### src/rtl/pll_bringup_seq.sv
module pll_bringup_seq #(
  parameter int PWR_US   = 5,
  parameter int VCO_US   = 7,
  parameter int LOCK_TMO = 4096,
  parameter int BUSY_TMO = 256
) (
  input  logic       clk,
  input  logic       rst_n,
  input  logic       start,
  input  logic       us_tick,
  input  logic       main_lock,
  input  logic       per_lock,
  input  logic       busy,
  input  logic       ramp_en,
  input  logic       ramp_done,
  output logic [1:0] clk_en,
  output logic [1:0] bypass,
  output logic [1:0] pwrdn,
  output logic [1:0] bgpwrdn,
  output logic [1:0] regext,
  output logic [1:0] vco_en,
  output logic [1:0] outrst,
  output logic       vco_rst,
  output logic       flag_clr_all,
  output logic       frac_load,
  output logic       div_load,
  output logic       boot_clr,
  output logic       ramp_go,
  output logic       flag_clr_fault,
  output logic       done,
  output logic       error
);

  localparam int M1   = (LOCK_TMO > BUSY_TMO) ? LOCK_TMO : BUSY_TMO;
  localparam int M2   = (PWR_US > VCO_US) ? PWR_US : VCO_US;
  localparam int MAXC = (M1 > M2) ? M1 : M2;
  localparam int CW   = $clog2(MAXC + 1);

  typedef enum logic [4:0] {
    S_IDLE, S_GATE_M, S_GATE_P, S_BYP, S_VCORST, S_CLR, S_FRAC,
    S_WAIT_PWR, S_WAIT_VCO, S_VCO_EN, S_DIV, S_LOCK, S_ORST_M, S_ORST_P,
    S_REL_M, S_WB_M, S_REL_P, S_WB_P, S_BOOT, S_WB_B, S_RAMP,
    S_UNGATE, S_CLR2, S_DONE, S_FAULT
  } st_t;

  st_t st_q, st_d;
  logic [CW-1:0] cnt;

  wire locked     = main_lock && per_lock;
  wire tick_wait  = (st_q == S_WAIT_PWR) || (st_q == S_WAIT_VCO);
  wire timed_wait = (st_q == S_LOCK) || (st_q == S_RAMP) ||
                    (st_q == S_WB_M) || (st_q == S_WB_P) || (st_q == S_WB_B);
  wire lock_exp   = cnt == CW'(LOCK_TMO - 1);
  wire busy_exp   = cnt == CW'(BUSY_TMO - 1);

  always_comb begin
    st_d = st_q;
    unique case (st_q)
      S_IDLE:     if (start) st_d = S_GATE_M;
      S_GATE_M:   st_d = S_GATE_P;
      S_GATE_P:   st_d = S_BYP;
      S_BYP:      st_d = S_VCORST;
      S_VCORST:   st_d = S_CLR;
      S_CLR:      st_d = S_FRAC;
      S_FRAC:     st_d = S_WAIT_PWR;
      S_WAIT_PWR: if (us_tick && cnt == CW'(PWR_US)) st_d = S_WAIT_VCO;
      S_WAIT_VCO: if (us_tick && cnt == CW'(VCO_US)) st_d = S_VCO_EN;
      S_VCO_EN:   st_d = S_DIV;
      S_DIV:      st_d = S_LOCK;
      S_LOCK:     if (locked) st_d = S_ORST_M;
                  else if (lock_exp) st_d = S_FAULT;
      S_ORST_M:   st_d = S_ORST_P;
      S_ORST_P:   st_d = S_REL_M;
      S_REL_M:    st_d = S_WB_M;
      S_WB_M:     if (!busy) st_d = S_REL_P;
                  else if (busy_exp) st_d = S_FAULT;
      S_REL_P:    st_d = S_WB_P;
      S_WB_P:     if (!busy) st_d = S_BOOT;
                  else if (busy_exp) st_d = S_FAULT;
      S_BOOT:     st_d = S_WB_B;
      S_WB_B:     if (!busy) st_d = ramp_en ? S_RAMP : S_UNGATE;
                  else if (busy_exp) st_d = S_FAULT;
      S_RAMP:     if (ramp_done) st_d = S_UNGATE;
                  else if (lock_exp) st_d = S_FAULT;
      S_UNGATE:   st_d = S_CLR2;
      S_CLR2:     st_d = S_DONE;
      S_DONE:     st_d = S_IDLE;
      S_FAULT:    st_d = S_FAULT;
      default:    st_d = S_IDLE;
    endcase
  end

  always_ff @(posedge clk or negedge rst_n) begin
    if (!rst_n) begin
      st_q <= S_IDLE;
      cnt  <= '0;
    end else begin
      st_q <= st_d;
      if (st_d != st_q) cnt <= '0;
      else if (tick_wait) cnt <= cnt + CW'(us_tick);
      else if (timed_wait) cnt <= cnt + 1'b1;
    end
  end

  wire in_pwr  = st_d >= S_VCORST && st_d <= S_WAIT_PWR;
  wire in_reg  = st_d >= S_VCORST && st_d <= S_WAIT_VCO;
  wire fault_d = st_d == S_FAULT;

  logic [1:0] clk_en_d, bypass_d;
  assign clk_en_d[0] = !(fault_d || (st_d >= S_GATE_M && st_d <= S_RAMP));
  assign clk_en_d[1] = !(fault_d || (st_d >= S_GATE_P && st_d <= S_RAMP));
  assign bypass_d[0] = fault_d || (st_d >= S_BYP && st_d <= S_ORST_P);
  assign bypass_d[1] = fault_d || (st_d >= S_BYP && st_d <= S_WB_M);

  always_ff @(posedge clk or negedge rst_n) begin
    if (!rst_n) begin
      clk_en         <= 2'b11;
      bypass         <= 2'b00;
      pwrdn          <= 2'b00;
      bgpwrdn        <= 2'b00;
      regext         <= 2'b00;
      vco_en         <= 2'b11;
      outrst         <= 2'b00;
      vco_rst        <= 1'b0;
      flag_clr_all   <= 1'b0;
      frac_load      <= 1'b0;
      div_load       <= 1'b0;
      boot_clr       <= 1'b0;
      ramp_go        <= 1'b0;
      flag_clr_fault <= 1'b0;
      done           <= 1'b0;
      error          <= 1'b0;
    end else begin
      clk_en         <= clk_en_d;
      bypass         <= bypass_d;
      pwrdn          <= {2{in_pwr}};
      bgpwrdn        <= {2{in_pwr}};
      regext         <= {2{in_reg}};
      vco_en         <= {2{!in_reg}};
      outrst         <= {st_d == S_ORST_P, st_d == S_ORST_M};
      vco_rst        <= st_d == S_VCORST;
      flag_clr_all   <= st_d == S_CLR;
      frac_load      <= st_d == S_FRAC;
      div_load       <= st_d == S_DIV;
      boot_clr       <= st_d == S_BOOT;
      ramp_go        <= st_d == S_RAMP;
      flag_clr_fault <= st_d == S_CLR2;
      done           <= st_d == S_DONE;
      error          <= fault_d;
    end
  end

endmodule

### config.mk
export PLATFORM = sky130hd
export DESIGN_NAME = pll_bringup_seq
export DESIGN_NICKNAME = d
export VERILOG_FILES = /design/src/rtl/pll_bringup_seq.sv
export SDC_FILE = /design/constraint.sdc
export NUM_CORES = 1
export LEC_CHECK = 0
export BUFFER_PORTS_ARGS = -buffer_cell sky130_fd_sc_hd__buf_2
export CAP_MARGIN = 20
export CELL_PAD_IN_SITES_DETAIL_PLACEMENT = 2
export CELL_PAD_IN_SITES_GLOBAL_PLACEMENT = 2
export CORE_MARGIN = 4
export CORE_UTILIZATION = 35
export DETAILED_ROUTE_END_ITERATION = 10
export GPL_TIMING_DRIVEN = 1
export PLACE_DENSITY = 0.78
export SLEW_MARGIN = 30
export SYNTH_ARGS = -nofsm -noshare
export SYNTH_HDL_FRONTEND = slang
export SYNTH_SLANG_ARGS = --single-unit
### constraint.sdc
create_clock -name clk -period 3.01 [get_ports clk]
set_input_delay 0.301 -clock clk [delete_from_list [all_inputs] [get_ports clk]]
set_output_delay 0.301 -clock clk [all_outputs]
set_load 0.01 [all_outputs]
# Yosys cells after proc, flatten, opt, wreduce, memory -nomap -nowiden
# Cells that the tools add are included.
# Widths: inputs -> output; s select.
dict set report totals {
  regBits 36
  latch_bits 0
  ram_bits 0
  mem_bits_ro 0
  in_bits 9
  word_cells 105
  memories 0
}
dict set report op_classes {
  add_sub_neg 2
  multipliers 0
  n_div 0
  magnitude_cmp 9
  n_eq_ne 39
  shifts 0
  muxes 15
  bitwise_logic 0
  n_reduce_logical 23
}
# op n
set op_table {}
lappend op_table {{$pmux 5 s24} 1}
lappend op_table {{$eq 5x5->1 const B} 13}
lappend op_table {{$eq 5x4->1 const B} 11}
lappend op_table {{$mux 5} 10}
lappend op_table {{$mux 13} 3}
lappend op_table {{$eq 5x3->1 const B} 7}
lappend op_table {{$eq 13x3->1 const B} 2}
lappend op_table {{$le 5x4->1 const B} 3}
lappend op_table {{$add 13x1->13} 1}
lappend op_table {{$add 13x1->13 const B} 1}
lappend op_table {{$eq 13x12->1 const B} 1}
lappend op_table {{$eq 13x8->1 const B} 1}
lappend op_table {{$eq 5x2->1 const B} 2}
lappend op_table {{$ge 5x2->1 const B} 2}
lappend op_table {{$logic_and 1x1->1} 9}
lappend op_table {{$logic_or 1x1->1} 9}
lappend op_table {{$eq 5x1->1 const B} 1}
lappend op_table {{$ge 5x1->1 const B} 1}
lappend op_table {{$ge 5x3->1 const B} 1}
lappend op_table {{$le 5x3->1 const B} 1}
lappend op_table {{$le 5x5->1 const B} 1}
lappend op_table {{$logic_not 5->1} 1}
lappend op_table {{$ne 5x5->1} 1}
lappend op_table {{$logic_not 1->1} 3}
lappend op_table {{other kinds (2)} 2}

# Depth between registers and ports, before layout
dict set report logic_depth {
  ltp_word 8
  ltp_mapped 10
  mapped_depth_nobuf 9
}

# Least setup slack after synthesis
# Ideal clock, no wire load.
dict set report synth_timing {
  path_kind {reg-to-reg}
  start {register cnt[3]}
  end {register cnt[0]}
  setup_ns 0.080
  arrival_time_ns 2.575
  path_slack_ns 0.355
  path_stages_with_launch 10
  synth_period_minus_slack_ns 2.655
  cell_sequence {dfrtp_1 -> buf_6 -> or4b_1 -> or4_4 -> o21ai_4 -> o21ai_2 -> or2_4 -> a211o_1 -> buf_6 -> nor3_2}
}
dict set report synth_via {
  elab_chain_cells 6
  elab_cells_between_ends 19
  classes_between {eq/ne: 5; mux: 11; reduce/logical: 3}
}
# element line
set synth_rtl {}
lappend synth_rtl {{from (decl)} 47} ;# logic [CW-1:0] cnt;
lappend synth_rtl {{from (signal assigned)} 100} ;# else if (tick_wait) cnt <= cnt + CW'(us_tick);
lappend synth_rtl {{from (signal assigned)} 101} ;# else if (timed_wait) cnt <= cnt + 1'b1;
lappend synth_rtl {{$eq 13x12->1, or another cell as far along} 53} ;# wire lock_exp = cnt == CW'(LOCK_TMO - 1);
lappend synth_rtl {{$mux 5, or another cell as far along} {71, 84}}
lappend synth_rtl {{$mux 5, or another cell as far along} 83} ;# S_RAMP: if (ramp_done) st_d = S_UNGATE;
lappend synth_rtl {{$pmux 5 s24 (*)} 58} ;# unique case (st_q)
lappend synth_rtl {{net st_d[0]} 46} ;# st_t st_q, st_d;
lappend synth_rtl {{$ne 5x5->1 (*)} 99} ;# if (st_d != st_q) cnt <= '0;
lappend synth_rtl {{$reduce_bool 3->1 (no source line) / $mux 13 (equally long branches)} n/a}
# The timed path passes the listed nets; every way through them passes the cells marked *.
# A chain may end at the register's enable or synchronous reset.

# Worst setup path after layout
dict set report layout_timing {
  start {register cnt[9]}
  end {register cnt[6]}
}
# Same word-level chain as after synthesis.

==> results.md <==
- Clock sink count: 36
- GRT Resource Usage Total: between 10% and 20%
- Die height: between 80 and 90 um
- # hold bufs at CTS: 0
- Root Buffer: clkbuf_8
- Synth warn: 0
- Worst-Margin Slew: around 840 ps
- CTS tree: built
- Share of cells above drive strength 1: 31.6%
- Post-Syn Area: between 0.002 and 0.0025 mm2
- Vias: 1826
- Synth Register Bits: 36
- Crit Path Category: reg -> reg
- Post-Route Setup TNS: 0 ps
- DR iter-0 viols: 86
- Synth area leaders: dfrtp_1, nor3_2, xnor2_1, dfstp_2, nor2_1
- Fmax: around 350 MHz
- Vias per inst: between 5 and 6
- Clk slew on worst S/H paths: roughly 70 ps
- Synth top area share: between 30 and 40%
- Largest net degree at the start of global routing: 37
- Register share of total power: 33.4%
- Detailed Routing Iterations Pass 1: 4
- Syn Inst Count: approximately 220
- Vias in the first global route: 1958
- Placed cell count: 320
- Clock Skew: ~6.7 ps
- Final min period: around 2800 ps
- Comb pwr share: 49.0%
- RSZ-0062 raised after global routing: false
- CP max-delay cell: or4_4
- Die area: about 0.0075 mm2
- Critical Path Source Type: flop
- Syn Area/Cell: 9.85 um2
- Pwr/cell area: approximately 800 mW/mm2
- H-tree depth: 2
- NetSw: around 900 uW
- Final Non-Filler Cells: ~330
- Post-detail-place hpwl: 4.74 mm
- Critical Path AT: between 3000 and 4000 ps
- Count of pins over their slew limit: 0
- Final core utilization: 41.9%
- Routed Antenna Nets: 0
- Final GP Congestion: just under 0.8
- CP Cell Sequence: or3_1, or4_4, o21ai_4, o21ai_2, or2_4, a211o_1, buf_4, nor3_1
- Post-CTS Setup Inserts: 0
- Deepest clock path buffer count: 2
- Slew Limit Headroom: 44.1%
- IO buf count: 31
- Crit-path max cell delay: 570 ps
- Fin crit share: between 90% and 100%
- Largest area contributor in the netlist: dfrtp_1
- Post-synth EDFFs: 0
- Worst VDD drop: 0.315 mV
- Seq/Total Area, Yosys: 42.1%
- Commonest non-fill, non-tap cells in the layout: dfrtp_1, buf_2, nor2_1
- Max FO, Critical Path: 13
- Clk Latency, worst-skew pair: ~290 ps
- Final setup vio count: 0
- Site Rows: 28
- Buf/Inv on CP: 1
- Family with the most delay on the worst path: simple AND/OR/NAND/NOR gates
- Global route total overflow: 0
- P&R area growth vs syn: 16.1%
- Nets: 263
- FFs w/ async S/R, synth: 100%
- Outcome: finished, final reports clean
- Distinct cell type count after synthesis: 57
- Static leakage: between 0.001 and 0.0015 uW
- Syn Nets: around 230
- Hold Path Class: in -> async
- Post-cts sizing count: 0
- DRC: 0
- Part of the power in the clock network: 17.6%
- Max-Cap Viols: 0
- Initial core utilization: 36.1%
- Main flop type after synthesis: dfrtp_1
- Post-DR wirelength/cell: 19.7 um
- Int Power: 1140 uW
- Hold Vio Cnt, Final: 0
- Commonest non-fill, non-tap cell in the layout: dfrtp_1
- IO Pins: 32
- Core ar.: 0.00596 mm2
- CP required: 3210 ps
- Total Wirelength: between 6 and 7 mm
- Die extent in x: around 86 um
- # diodes: 0
- Initial antenna violation count: 0
- CP endpoint kind: flop
- Sw frac: between 40% and 50%
- First-pass GRT wire length: approximately 11 mm
- TritonCTS Buffers: 5
- Overall power: 2050 uW
- FF-to-FF setup slack: around 190 ps
layer usage:
metal	routed length, um	GRT usage, %	vias to the layer above
li1	-	-	860
met1	3010	25.3	934
met2	3190	31.3	27
met3	194	3.23	5
met4	61	4.53	0
met5	0	0	-
cells by family after synthesis:
kind of cell	share of synthesized area, %
buf+inv	5.77
flops	42.1
xor+xnor	5.30
fa+ha+maj	1.16
simple gates	28.5
compound gates	15.7
mux	1.46
cell type report:
cell class | instances | area (um2)
fill | 671 | 3460
multi-input combinational | 160 | 1130
sequential | 36 | 905
timing repair buffer | 43 | 258
tap | 75 | 93.8
clock buffer | 8 | 90.1
inverter | 6 | 22.5
sequential cells by signal (all words and copies together) (netlist names):
signal and flops:
bgpwrdn 1, boot_clr 1, bypass 2, clk_en 2
cnt 13, div_load 1, done 1, error 1
flag_clr_all 1, flag_clr_fault 1, frac_load 1, outrst 2
ramp_go 1, regext 1, st_q 5, vco_en 1
vco_rst 1
stage by stage:
stage	hold slack [ps]	setup WS [ps]	instance area, um2
after detailed placement	450	199	2400
after floorplan	5.41	355	2150
after CTS	139	178	2490
after global routing	165	64.6	2490
final	114	191	2490
after global placement	443	329	2400
synthesized netlist by cell type, types with 2 or more instances:
| master | n |
|---|---|
| buf_4 | 5 |
| or3_1 | 3 |
| o21a_1 | 2 |
| or3b_2 | 3 |
| nand2b_1 | 3 |
| a211o_1 | 2 |
| o31ai_1 | 5 |
| inv_1 | 6 |
| xnor2_1 | 10 |
| buf_6 | 3 |
| nand3b_1 | 2 |
| nor3_2 | 10 |
| xor2_1 | 3 |
| or2_2 | 2 |
| nor4_1 | 7 |
| mux2i_1 | 2 |
| nor4b_1 | 2 |
| clkbuf_1 | 8 |
| a21o_1 | 2 |
| and2_1 | 2 |
| nor3_1 | 10 |
| o211ai_1 | 2 |
| o41ai_1 | 3 |
| nand4_1 | 5 |
| ha_1 | 2 |
| o2111ai_1 | 2 |
| o21bai_1 | 2 |
| dfstp_2 | 3 |
| a21oi_1 | 9 |
| a31oi_1 | 3 |
| nor2_1 | 18 |
| dfrtp_1 | 33 |
| nand2_1 | 16 |
| o21ai_0 | 5 |
worst paths after layout:
path / cells after the start / end / start
max: 8 / cnt[6]$_DFFE_PN0P_ / cnt[9]$_DFFE_PN0P_
min: 1 / div_load$_DFF_PN0_ / rst_n
max reg2reg: 8 / cnt[6]$_DFFE_PN0P_ / cnt[9]$_DFFE_PN0P_
min reg2reg: 2 / cnt[7]$_DFFE_PN0P_ / cnt[7]$_DFFE_PN0P_
max in group asynchronous: 1 / outrst[1]$_DFF_PN0_ / rst_n
min in group clk: 2 / boot_clr$_DFF_PN0_ / busy
power groups by stage:
stage | combinational [uW] | clock [uW] | sequential (uW)
final | 1000 | 361 | 683
after global routing | 1110 | 399 | 697
after CTS | 1010 | 371 | 682
after detailed placement | 1010 | 0 | 691
after global placement | 966 | 0 | 682
after floorplan | 699 | 0 | 688
(Power assumes the default switching activity.)
